**config.mk**
```make
export PLATFORM = sky130hd
export DESIGN_NAME = cs_access_ctrl
export DESIGN_NICKNAME = d
export VERILOG_FILES = /design/src/rtl/cs_pkg.sv /design/src/rtl/cs_cfg_reg.sv /design/src/rtl/cs_wait_calc.sv /design/src/rtl/cs_mode_dec.sv /design/src/rtl/cs_access_seq.sv /design/src/rtl/cs_access_ctrl.sv
export SDC_FILE = /design/constraint.sdc
export NUM_CORES = 1
export LEC_CHECK = 0
export ABC_AREA = 1
export BUFFER_PORTS_ARGS = -buffer_cell sky130_fd_sc_hd__buf_2
export CAP_MARGIN = 10
export CORE_ASPECT_RATIO = 1.4
export CORE_MARGIN = 2
export CORE_UTILIZATION = 55
export DETAILED_ROUTE_END_ITERATION = 8
export GPL_ROUTABILITY_DRIVEN = 0
export PLACE_DENSITY = 0.74
export SLEW_MARGIN = 20
export SYNTH_ARGS = -nofsm -noshare
export SYNTH_HDL_FRONTEND = slang
export SYNTH_SLANG_ARGS = --single-unit
```
**constraint.sdc**
```tcl
create_clock -name clk -period 7.9 [get_ports clk]
set_clock_uncertainty 0.15 [all_clocks]
set_input_delay 1.975 -clock clk [delete_from_list [all_inputs] [get_ports clk]]
set_output_delay 1.975 -clock clk [all_outputs]
set_load 0.03 [all_outputs]
```
**src/rtl/cs_pkg.sv**
```systemverilog
`timescale 1ns/1ps
package cs_pkg;
  localparam int CFG_W     = 32;
  localparam int AS_LSB    = 10;
  localparam int DS_LSB    = 8;
  localparam int WT_LSB    = 4;
  localparam int WO_BIT    = 1;
  localparam int RO_BIT    = 0;
  localparam logic [CFG_W-1:0] CFG_RST = 32'h0000_0001;

  typedef enum logic [1:0] {
    ST_IDLE   = 2'd0,
    ST_ACTIVE = 2'd1,
    ST_RESP   = 2'd2
  } cs_state_e;

  typedef enum logic [1:0] {
    WT_BASE     = 2'b00,
    WT_PRESC    = 2'b01,
    WT_PRODUCT  = 2'b10,
    WT_RESERVED = 2'b11
  } wait_type_e;
endpackage

```
**src/rtl/cs_cfg_reg.sv**
```systemverilog
`timescale 1ns/1ps
module cs_cfg_reg #(
  parameter int                WIDTH = 32,
  parameter logic [WIDTH-1:0]  RST_VAL = '0
) (
  input  logic             clk,
  input  logic             rst_n,
  input  logic             load,
  input  logic [WIDTH-1:0] wdata,
  output logic [WIDTH-1:0] q
);
  logic [WIDTH-1:0] q_d;

  always_comb begin
    q_d = q;
    if (load) q_d = wdata;
  end

  always_ff @(posedge clk or negedge rst_n) begin
    if (!rst_n) q <= RST_VAL;
    else if (load) q <= q_d;
  end
endmodule

```
**src/rtl/cs_wait_calc.sv**
```systemverilog
`timescale 1ns/1ps
module cs_wait_calc
  import cs_pkg::*;
#(
  parameter int WAIT_W = 8,
  localparam int CNT_W = 2 * WAIT_W
) (
  input  logic [WAIT_W-1:0] wait_p,
  input  logic [WAIT_W-1:0] wait_x,
  input  logic [1:0]        wtype,
  output logic [CNT_W-1:0]  last_idx
);
  logic [CNT_W+1:0] prod;
  logic [CNT_W+1:0] prod_m1;
  logic [CNT_W-1:0] x_m1;
  logic [CNT_W-1:0] p_m1;

  always_comb begin
    prod    = ({{(WAIT_W+2){1'b0}}, wait_p} + 1'b1) * ({{(WAIT_W+2){1'b0}}, wait_x} + 1'b1);
    prod_m1 = prod - 1'b1;
    x_m1    = (wait_x == '0) ? '0 : {{WAIT_W{1'b0}}, wait_x} - 1'b1;
    p_m1    = (wait_p == '0) ? '0 : {{WAIT_W{1'b0}}, wait_p} - 1'b1;
    case (wait_type_e'(wtype))
      WT_PRESC:   last_idx = p_m1;
      WT_PRODUCT: last_idx = prod_m1[CNT_W-1:0];
      default:    last_idx = x_m1;
    endcase
  end
endmodule

```
**src/rtl/cs_mode_dec.sv**
```systemverilog
`timescale 1ns/1ps
module cs_mode_dec (
  input  logic [1:0] addr_sz,
  input  logic [1:0] data_sz,
  output logic       large_flash,
  output logic       alt_mode
);
  always_comb begin
    large_flash = (addr_sz == 2'b11) && !data_sz[1];
    alt_mode    = (addr_sz == 2'b10) && (data_sz == 2'b11);
  end
endmodule

```
**src/rtl/cs_access_seq.sv**
```systemverilog
`timescale 1ns/1ps
module cs_access_seq
  import cs_pkg::*;
#(
  parameter int CNT_W = 16
) (
  input  logic             clk,
  input  logic             rst_n,
  input  logic             req_valid,
  input  logic             req_rd,
  input  logic             wr_only,
  input  logic             rd_only,
  input  logic             berr_en,
  input  logic             irq_en,
  input  logic [CNT_W-1:0] last_idx,
  output logic             cs_act,
  output logic             ack,
  output logic             xfer_err,
  output logic             irq,
  output logic             accept,
  output logic             blocked
);
  cs_state_e        state_q, state_d;
  logic [CNT_W-1:0] cnt_q, cnt_d;
  logic             cnt_en;
  logic             err_q, err_d;
  logic             irq_q, irq_d;
  logic             bak_q, bak_d;

  always_comb begin
    accept  = req_valid && (state_q == ST_IDLE);
    blocked = req_rd ? wr_only : rd_only;
    state_d = state_q;
    cnt_d   = cnt_q;
    cnt_en  = 1'b0;
    case (state_q)
      ST_IDLE: begin
        if (accept) begin
          if (blocked) begin
            state_d = ST_RESP;
          end else begin
            state_d = ST_ACTIVE;
            cnt_d   = last_idx;
            cnt_en  = 1'b1;
          end
        end
      end
      ST_ACTIVE: begin
        if (cnt_q == '0) begin
          state_d = ST_IDLE;
        end else begin
          cnt_d  = cnt_q - 1'b1;
          cnt_en = 1'b1;
        end
      end
      default: state_d = ST_IDLE;
    endcase
    err_d = accept && blocked && berr_en;
    bak_d = accept && blocked && !berr_en;
    irq_d = accept && blocked && irq_en;
  end

  always_ff @(posedge clk or negedge rst_n) begin
    if (!rst_n) begin
      state_q <= ST_IDLE;
      err_q   <= 1'b0;
      bak_q   <= 1'b0;
      irq_q   <= 1'b0;
    end else begin
      state_q <= state_d;
      err_q   <= err_d;
      bak_q   <= bak_d;
      irq_q   <= irq_d;
    end
  end

  always_ff @(posedge clk or negedge rst_n) begin
    if (!rst_n) cnt_q <= '0;
    else if (cnt_en) cnt_q <= cnt_d;
  end

  always_comb begin
    cs_act   = (state_q == ST_ACTIVE);
    ack      = (cs_act && (cnt_q == '0)) || bak_q;
    xfer_err = err_q;
    irq      = irq_q;
  end
endmodule

```
**src/rtl/cs_access_ctrl.sv**
```systemverilog
`timescale 1ns/1ps
module cs_access_ctrl
  import cs_pkg::*;
#(
  parameter int WAIT_W = 8
) (
  input  logic        clk,
  input  logic        rst_n,
  input  logic        cfg_load,
  input  logic [31:0] cfg_wdata,
  input  logic        berr_en,
  input  logic        irq_en,
  input  logic        req_sel,
  input  logic        req_stb,
  input  logic        req_rd,
  output logic        cs_act_o,
  output logic        ack_o,
  output logic        xfer_err_o,
  output logic        irq_o,
  output logic        large_flash_o,
  output logic        alt_mode_o
);
  localparam int CNT_W  = 2 * WAIT_W;
  localparam int P_MSB  = CFG_W - 1;
  localparam int X_MSB  = CFG_W - 1 - WAIT_W;

  logic [CFG_W-1:0] cfg_q;
  logic [CNT_W-1:0] last_idx;
  logic             req_accept;
  logic             req_blocked;

  cs_cfg_reg #(.WIDTH(CFG_W), .RST_VAL(CFG_RST)) u_cfg (
    .clk   (clk),
    .rst_n (rst_n),
    .load  (cfg_load),
    .wdata (cfg_wdata),
    .q     (cfg_q)
  );

  cs_wait_calc #(.WAIT_W(WAIT_W)) u_wait (
    .wait_p   (cfg_q[P_MSB -: WAIT_W]),
    .wait_x   (cfg_q[X_MSB -: WAIT_W]),
    .wtype    (cfg_q[WT_LSB +: 2]),
    .last_idx (last_idx)
  );

  cs_mode_dec u_mode (
    .addr_sz     (cfg_q[AS_LSB +: 2]),
    .data_sz     (cfg_q[DS_LSB +: 2]),
    .large_flash (large_flash_o),
    .alt_mode    (alt_mode_o)
  );

  cs_access_seq #(.CNT_W(CNT_W)) u_seq (
    .clk       (clk),
    .rst_n     (rst_n),
    .req_valid (req_sel && req_stb),
    .req_rd    (req_rd),
    .wr_only   (cfg_q[WO_BIT]),
    .rd_only   (cfg_q[RO_BIT]),
    .berr_en   (berr_en),
    .irq_en    (irq_en),
    .last_idx  (last_idx),
    .cs_act    (cs_act_o),
    .ack       (ack_o),
    .xfer_err  (xfer_err_o),
    .irq       (irq_o),
    .accept    (req_accept),
    .blocked   (req_blocked)
  );
endmodule

```
Word level (Yosys, flattened, before mapping)
Index checks and enable logic that the tools add are counted.
{"block": "totals", "register_bits": 53, "latchBits": 0, "ram_bits": 0, "rom_bits": 0, "input_bits": 40, "output_inout_bits": 6, "elab_cells": 58, "mem_count": 0}
{"block": "classes", "add_sub_neg": 6, "n_mul": 1, "div_mod_pow": 0, "n_lt_le_gt_ge": 0, "n_eq_ne": 10, "shift": 0, "muxes": 16, "n_bitwise": 0, "reduce_logical": 19}
{"operator": "$mux W16", "count": 5}
{"operator": "$pmux W16 S2", "count": 2}
{"operator": "$sub A16 B1 Y16 const B", "count": 2}
{"operator": "$add A8 B1 Y9 const B", "count": 2}
{"operator": "$mul A18 B18 Y16", "count": 1}
{"operator": "$sub A8 B1 Y9 const B", "count": 2}
{"operator": "$logic_not A16 Y1", "count": 1}
{"operator": "$logic_not A8 Y1", "count": 2}
{"operator": "$logic_and A1 B1 Y1", "count": 9}
{"operator": "$eq A2 B2 Y1 const B", "count": 4}
{"operator": "$mux W2", "count": 3}
{"operator": "$ne A2 B2 Y1 const B", "count": 3}
{"operator": "$reduce_and A5 Y1", "count": 1}
{"operator": "$eq A2 B1 Y1 const B", "count": 2}
{"operator": "$mux W1", "count": 4}
{"operator": "$pmux W2 S2", "count": 1}
{"operator": "$logic_not A1 Y1", "count": 2}
{"operator": "$logic_not A2 Y1", "count": 1}
{"operator": "$ne A2 B1 Y1 const B", "count": 1}
{"operator": "$pmux W1 S2", "count": 1}
{"operator": "$reduce_and A2 Y1", "count": 1}
{"operator": "$reduce_bool A2 Y1", "count": 1}
{"operator": "$logic_or A1 B1 Y1", "count": 1}

Depth between registers and ports, before layout
Gate-level depths: netlist of run 1.
{"block": "logic_depth", "word_depth": 7, "depth_mapped": 30, "mapped_depth_nobuf": 29}

By module
From an unflattened synthesis of run 1, not the netlist that was laid out.
{"block": "hier_totals", "cells_unflattened": 907, "hier_area_um2": 6547.5}
{"module": "cs_wait_calc", "n_inst": 1, "cells_each": 544, "area_each_um2": 3741.1, "seq_area_each_um2": 0.0}
{"module": "cs_access_seq", "n_inst": 1, "cells_each": 219, "area_each_um2": 1482.7, "seq_area_each_um2": 525.5}
{"module": "cs_cfg_reg", "n_inst": 1, "cells_each": 136, "area_each_um2": 1293.7, "seq_area_each_um2": 802.0}
{"module": "cs_mode_dec", "n_inst": 1, "cells_each": 6, "area_each_um2": 22.5, "seq_area_each_um2": 0.0}
{"module": "cs_access_ctrl", "n_inst": 1, "cells_each": 2, "area_each_um2": 7.5, "seq_area_each_um2": 0.0}

Worst setup path after synthesis of run 1
No wires, ideal clock.
{"block": "synth_timing", "kind": "register to register", "from": "register u_cfg.q[24]", "to": "register u_seq.cnt_q[15]", "setup_ns": 0.073, "arrival_ns": 5.284, "t_required_ns": 7.677, "slack_ns": 2.393, "stages_incl_launch_ff": 26, "n_path_buf": 1, "period_less_slack_ns": 5.507, "cell_sequence": "dfrtp_1 -> buf_4 -> inv_2 -> nor3_4 -> xor2_1 -> nand2_1 -> fa_1 -> inv_1 -> fa_1 -> inv_1 -> fa_1 -> inv_1 -> fa_1 -> inv_1 -> fa_1 -> inv_1 -> ha_1 -> a21oi_1 -> o21ai_0 -> nand2_1 -> nand3_1 -> a21oi_1 -> inv_1 -> nand3_1 -> nand3_2 -> a21oi_2"}
{"block": "synth_between", "elab_chain_len": 7, "elab_cells_between_ends": 10, "cone_classes": "add/sub: 3; mul: 1; mux: 5; reduce/logical: 1"}
{"element": "start, declared", "line": "cs_cfg_reg.sv:10", "text": "output logic [WIDTH-1:0] q"}
{"element": "start signal, assigned", "line": "cs_cfg_reg.sv:21", "text": "else if (load) q <= q_d;"}
{"element": "$add A8 B1 Y9", "line": "cs_wait_calc.sv:19", "text": "prod = ({{(WAIT_W+2){1'b0}}, wait_p} + 1'b1) * ({{(WAIT_W+2){1'b0}}, wait_x} + 1'b1);"}
{"element": "$mul A18 B18 Y16", "line": "cs_wait_calc.sv:19"}
{"element": "$sub A16 B1 Y16", "line": "cs_wait_calc.sv:20", "text": "prod_m1 = prod - 1'b1;"}
{"element": "$pmux W16 S2 *", "line": "cs_wait_calc.sv:23", "text": "case (wait_type_e'(wtype))"}
{"element": "$mux W16 *", "line": "cs_access_seq.sv:39", "text": "if (blocked) begin"}
{"element": "$mux W16 *", "line": "cs_access_seq.sv:38", "text": "if (accept) begin"}
{"element": "$pmux W16 S2 *", "line": "cs_access_seq.sv:36", "text": "case (state_q)"}
{"element": "end signal, assigned", "line": "cs_access_seq.sv:79", "text": "else if (cnt_en) cnt_q <= cnt_d;"}
{"element": "end, declared", "line": "cs_access_seq.sv:24", "text": "logic [CNT_W-1:0] cnt_q, cnt_d;"}
Every way passes the cells marked *; elsewhere a longest branch is shown, timed or not. The select of a mux whose other input is x is not followed.
A chain may end at the register's enable or synchronous reset.

Worst setup path in the final report of run 1
{"block": "layout_timing", "from": "register u_cfg.q[16]", "to": "register u_seq.cnt_q[15]"}
The elaborated chain is that of the path after synthesis.

==> run metrics, run 1 <==
min cycle time layout 6.62 ns; most common cell type on the critical path inv_1; GR Util All Layers 25.6%; Max H-tree Level 2; peak supply drop between 0.0002 and 0.00025 V; NumNets Final 949; Slew @ Worst Pin 0.848 ns; flop2flop setup slack 1.28 ns; Synth top area share 19.4%; Final HPWL DP ~11 mm; vias per cell about 5.3; total count of hold-check failures in the final report 0; clock sink count 45; setup ws final 1.28 ns; hold buffers post-CTS 0; CORE AREA 0.0100 sq mm; post-CTS setup buffers 0; area leader, netlist dfrtp_1; RSZ-0062 raised after global routing false; num ports 46; Buf/Inv on CP 6; Initial Util roughly 57%; R2R Path Start u_cfg.q[16]; Max Cap Viol 0; Yosys cell types 39; Die Span X 89.9 um; hold depth 2; Pins Over Slew Limit 0; first-pass GRT wire length around 23 mm; die area around 0.011 sq mm; layout cells sized above 1 8.79%; status completed; Critical Path Start u_cfg.q[16]; clk_lat worst skew 0.29 ns; worst relative slew slack 43.3%; path depth of the worst reg2reg path 25; initial antenna violation count 0; post-route antenna net violation count 0; CTS buffer count 5; routed len/inst 14.3 um; Area Overhead vs Synth 7.73%; drt pass-1 iters 7; main area contributors after synthesis dfrtp_1 19%, fa_1 19%, ha_1 11%; GRT overflow 0; critical path depth 25; CP startpoint kind register; Yosys Warn Count 0; most frequent cells after synthesis 158 x nand2_1, 153 x inv_1, 89 x nor2_1; Power Density approximately 400 mW/mm^2; Mapped Area 0.00568 sq mm; slowest stage delay, CP 0.68 ns; CP max-delay cell xor2_1; number of synthesized flops with an enable pin 0; Final Power 0.00243 W; DP Worst Slack 1.34 ns; ys flop type dfrtp_1; Avg Synthesized Cell Area around 7.3 sq um; # rows 43; CP Capture Type register; delay-heaviest family, CP adder cells; n_diodes 0; Mapped Cells around 780; Tcrit/Tclk final 83.8%; synthesized net count around 920; HP Class register to register; Post-route DRC 0; vias in the first global route about 5300; die height 124 um; CP max FO 12; Initial DRC Count 354; Critical Path AT 6.69 ns; vias 4979; post-synthesis sequential area ratio 19.8%; most common cell in the netlist nand2_1; register bit total from synthesis 45; post-cts repair resize count 0; Worst-path clk slew 0.07 ns; Async SR Flop Fraction 100%; post-layout util around 61%; worst hold start u_cfg.q[8]; WS Path Type register to register; largest net degree at the start of global routing 48; Fmax 151 MHz; endpoints failing setup 0; clk root buf clkbuf_16; WL final 13.5 mm; clk buf depth 2; TNS Setup 0 ns; Min Hold Slack 0.383 ns; Pleak about 3.3 nW; CTS tree done; Port Buffers 37; CP Data Required Time 7.97 ns
-- layer usage --
layer  track usage [%]  vias to the layer above  routed length [um]
met1              28.7                     2326                5250
met4              11.9                        0                 567
met3              3.02                       32                 540
met2              48.1                      142                7160
met5                 0                        -                   0
li1                  -                     2479                   -
-- sequential cells by signal, summed over array words and instances (netlist names) --
register        flops
u_seq.xfer_err      1
u_seq.irq           1
u_seq.state_q       2
u_seq.cnt_q        16
u_cfg.q            24
u_seq.bak_q         1
-- through the flow --
| step | cells | area, sq um |
|---|---|---|
| finish | 943 | 6120 |
| CTS | 943 | 6120 |
| global placement | 935 | 5980 |
| floorplan | 776 | 5680 |
| global route | 943 | 6120 |
| detailed placement | 935 | 5980 |
-- report_power, final --
part           switching, W  internal [W]  leakage, nW
sequential        0.0000610      0.000289        0.553
clock             0.0000898      0.000116       0.0696
combinational       0.00119      0.000688         2.66
total               0.00134       0.00109         3.28
-- kinds of logic (layout without fill, tap and decap cells) --
group | Yosys count | after routing | synth area share (%)
muxes | 1 | 1 | 0.198
xor gates and xnor gates | 25 | 25 | 3.85
AOI/OAI and AO/OA | 116 | 116 | 11.3
adders and majority gates | 102 | 102 | 29.5
buffers and inverters | 171 | 203 | 11.6
DFF | 45 | 45 | 19.8
and+or+nand+nor | 316 | 316 | 23.8
-- layout make-up --
cell class / count / area (sq um)
Multi-Input combinational cell: 560 / 3900
Inverter: 157 / 589
Timing Repair Buffer: 38 / 195
Sequential cell: 45 / 1130
Tap cell: 135 / 169
Fill cell: 954 / 3890
Clock buffer: 5 / 125
Clock inverter: 3 / 17.5
-- worst reg2reg max path: stages, from the launching register on --
cell,delay [ns]
dfrtp_1,0.49
inv_1,0.27
nor2_2,0.27
nand2_1,0.10
nor2_1,0.14
xor2_1,0.68
inv_1,0.17
nand2_1,0.13
fa_1,0.46
fa_1,0.50
inv_1,0.05
fa_1,0.50
fa_1,0.55
inv_1,0.06
fa_1,0.54
inv_1,0.04
ha_1,0.35
nand2_1,0.11
a21oi_1,0.06
nor3_1,0.14
nand3_1,0.19
a21oi_1,0.22
inv_1,0.06
nand3_1,0.10
nand3_2,0.08
a21oi_2,0.13
-- cell usage in the layout (no fill, tap or decap), types with 2 or more instances in the layout --
cell       instances
nand2_2            7
buf_2             36
clkinv_2           2
a21o_1             3
nor4_1             2
nor3_1            10
nor2_1            89
fa_1              53
nand4_1            8
buf_4              2
inv_1            153
o31ai_1            3
inv_2              3
o21ai_0           56
dfrtp_1           44
nand3_2            4
nand2_1          158
nor2_4             3
o21bai_1           3
a21oi_1           34
clkbuf_16          5
nand3_1           30
o22ai_1            4
ha_1              49
xor2_1            20
o211ai_1           8
xnor2_1            5
or2_2              2
-- worst paths after layout --
path                              endpoint
setup / recovery           u_seq.cnt_q[15]
hold / removal                  u_cfg.q[8]
setup reg to reg           u_seq.cnt_q[15]
hold reg to reg                 u_cfg.q[8]
max in group asynchronous  u_seq.cnt_q[14]
min in group asynchronous      u_cfg.q[11]
Power figures use the tool's default switching activity.
==> inputs of run 2 (changes only) <==
--- a/config.mk
+++ b/config.mk
@@ -13,7 +13,7 @@
 export CORE_UTILIZATION = 55
 export DETAILED_ROUTE_END_ITERATION = 8
 export GPL_ROUTABILITY_DRIVEN = 0
-export PLACE_DENSITY = 0.74
+export PLACE_DENSITY = 0.77
 export SLEW_MARGIN = 20
 export SYNTH_ARGS = -nofsm -noshare
 export SYNTH_HDL_FRONTEND = slang
==> constraint.sdc (replaced) <==
create_clock -name clk -period 5.35 [get_ports clk]
set_clock_uncertainty 0.15 [all_clocks]
set_input_delay 1.3375 -clock clk [delete_from_list [all_inputs] [get_ports clk]]
set_output_delay 1.3375 -clock clk [all_outputs]
set_load 0.03 [all_outputs]
==> run metrics, run 2 (same netlist as run 1, synthesis figures left out) <==
status finished with violations; failing checks setup timing; switch share 50.6% (-4.5 points); Final Power 0.00549 W (+130%); Initial Util 56.8% (unchanged); layout cells sized above 1 27.4% (+19 points); total count of hold-check failures in the final report 0 (unchanged); Min Hold Slack 0.388 ns (+0.00547 ns); post-layout util 73.4% (+12 points); CP startpoint kind register; Seq pwr share 9.4% (-5.0 points); Area Overhead vs Synth 29.4%; Final HPWL DP 12.3 mm (+9.4%); CP Capture Type register; path depth of the worst reg2reg path 26 (+4.0%); Slew @ Worst Pin 0.752 ns (-0.0962 ns); Die Span X 89.9 um (unchanged); R2R Path Start u_cfg.q[24]; Psw 0.00278 W (+110%); initial antenna violation count 0 (unchanged); HP Class register to register; drt pass-1 iters 6 (-1); Gate power share 84.1% (+6.9 points); slowest stage delay, CP 0.59 ns (-0.09 ns); Power Density 748 mW/mm^2 (+88%); n_diodes 0 (unchanged); GRT overflow 0 (unchanged); Post-route DRC 0 (unchanged); Critical Path AT 5.60 ns (-1.09 ns); Port Buffers 37 (unchanged); vias in the first global route 5717 (+8.9%); vias 5647 (+13%); vias per cell 5.39 (+2.2%); largest net degree at the start of global routing 48 (unchanged); Critical Path Start u_cfg.q[24]; Critical R2R Capture u_seq.cnt_q[14]; RSZ-0062 raised after global routing true; Pins Over Slew Limit 0 (unchanged); flop2flop setup slack -0.19 ns (-1.47 ns); WL final 16.3 mm (+21%); num ports 46 (unchanged); CTS buffer count 5 (unchanged); peak supply drop 0.000563 V (+150%); routed len/inst 15.6 um (+8.7%); worst relative slew slack 49.7% (+6.5 points); commonest non-fill, non-tap cells in the layout 143 x nand2_1, 138 x inv_1, 99 x buf_4, 79 x nor2_1, 51 x fa_1; GR Util All Layers 28.5% (+2.9 points); Max H-tree Level 2 (unchanged); Worst-path clk slew 0.06 ns (about the same); die height 124 um (unchanged); Tcrit/Tclk final 104% (+20 points); Top reg by flops u_cfg.q; clock sink count 45 (unchanged); capture point of the critical path u_seq.cnt_q[14]; CP max-delay cell fa_2; Max Cap Viol 0 (unchanged); # rows 43 (unchanged); Fmax 180 MHz (+19%); Pleak 3.84 nW (+17%); clk_lat worst skew 0.29 ns (about the same); WS Path Type register to register; clk buf depth 2 (unchanged); Largest regs u_cfg.q (24), u_seq.cnt_q (16), u_seq.state_q (2); commonest non-fill, non-tap cell in the layout nand2_1; Fillers 730 (-23%); hold buffers post-CTS 0 (unchanged); CP Data Required Time 5.41 ns (-2.56 ns); area of placed instances 0.00666 sq mm (+11%); internal power 0.00271 W (+150%); clk root buf clkbuf_16; Initial DRC Count 344 (-2.8%); CP max FO 3 (-9); first-pass GRT wire length 25.8 mm (+9.9%); CORE AREA 0.0100 sq mm (unchanged); CTS tree done; min cycle time layout 5.54 ns (-1.08 ns); post-route antenna net violation count 0 (unchanged); die area 0.0112 sq mm (unchanged); max FFs per register 24 (unchanged); Clk pwr share 6.5% (-2.0 points); setup ws final -0.193 ns (-1.47 ns); cell area after layout 0.00735 sq mm (+20%); endpoints failing setup 9 (+9); NumNets Final 1053 (+11%)
[run 2: cell count changes in the layout (fill, tap and decap cells not counted), moves of 13 or more]
cell / previous run / this run
buf_4: 2 / 99
o21ai_0: 56 / 40
inv_1: 153 / 138
inv_2: 3 / 18
nand2_1: 158 / 143
ha_1: 49 / 35
o21ai_1: 1 / 14
[run 2: critical path: cells and delay by family, from the launching register on]
kind	cells	cell delay (ns)
adder cells (fa/ha/maj)	6	2.79
AO/OA/AOI/OAI	6	0.85
AND/OR/NAND/NOR	6	0.63
buffers and inverters	8	0.59
flip-flops	1	0.43
[run 2: worst min path at each step]
stage,slack [ns],to,from,cells past startpoint
2_1_floorplan,0.34,u_cfg.q[8],u_cfg.q[8],2
3_3_place_gp,0.36,u_cfg.q[1],u_cfg.q[1],2
3_5_place_dp,0.38,u_cfg.q[1],u_cfg.q[1],2
4_1_cts,0.39,u_cfg.q[1],u_cfg.q[1],2
5_1_grt,0.44,u_cfg.q[9],u_cfg.q[9],2
6_report,0.39,u_cfg.q[1],u_cfg.q[1],2
[run 2: power by group through the flow]
stage / Combinational (W) / Clock [W] / Sequential (W)
2_1_floorplan: 0.00226 / 0 / 0.000499
4_1_cts: 0.00395 / 0.000363 / 0.000510
5_1_grt: 0.00506 / 0.000375 / 0.000527
3_5_place_dp: 0.00348 / 0 / 0.000513
3_3_place_gp: 0.00337 / 0 / 0.000508
6_report: 0.00462 / 0.000360 / 0.000515
[run 2: cell type report]
| class | count | area [sq um] | share of cell area, % |
|---|---|---|---|
| sequential | 45 | 1130 | 15.3 |
| clock buffer | 7 | 143 | 1.94 |
| multi-input combinational | 560 | 4290 | 58.4 |
| timing repair buffer | 142 | 1000 | 13.6 |
| tap | 135 | 169 | 2.30 |
| clock inverter | 1 | 30.0 | 0.409 |
| inverter | 157 | 589 | 8.02 |
[run 2: per-layer routing]
metal	vias up	wire length, um	GRT usage (%)
li1	2686	-	-
met1	2687	5900	31.5
met2	206	8770	53.8
met3	68	816	3.02
met4	0	838	13.9
met5	-	0	0
[run 2: what timing repair did]
action,CTS,global route
endpoints found under the setup margin,11,11
pin swaps,38,40
gates resized for setup,53,54
setup buffers,12,9
[run 2: metrics by stage]
| stage | std cells | TNS, ns | setup slack (ns) |
|---|---|---|---|
| global route | 1047 | -3.69 | -0.461 |
| floorplan | 776 | 0 | 0.0118 |
| global placement | 1019 | -1.29 | -0.223 |
| detailed placement | 1019 | -2.92 | -0.396 |
| CTS | 1038 | 0 | 0.000522 |
| finish | 1047 | -1.16 | -0.193 |
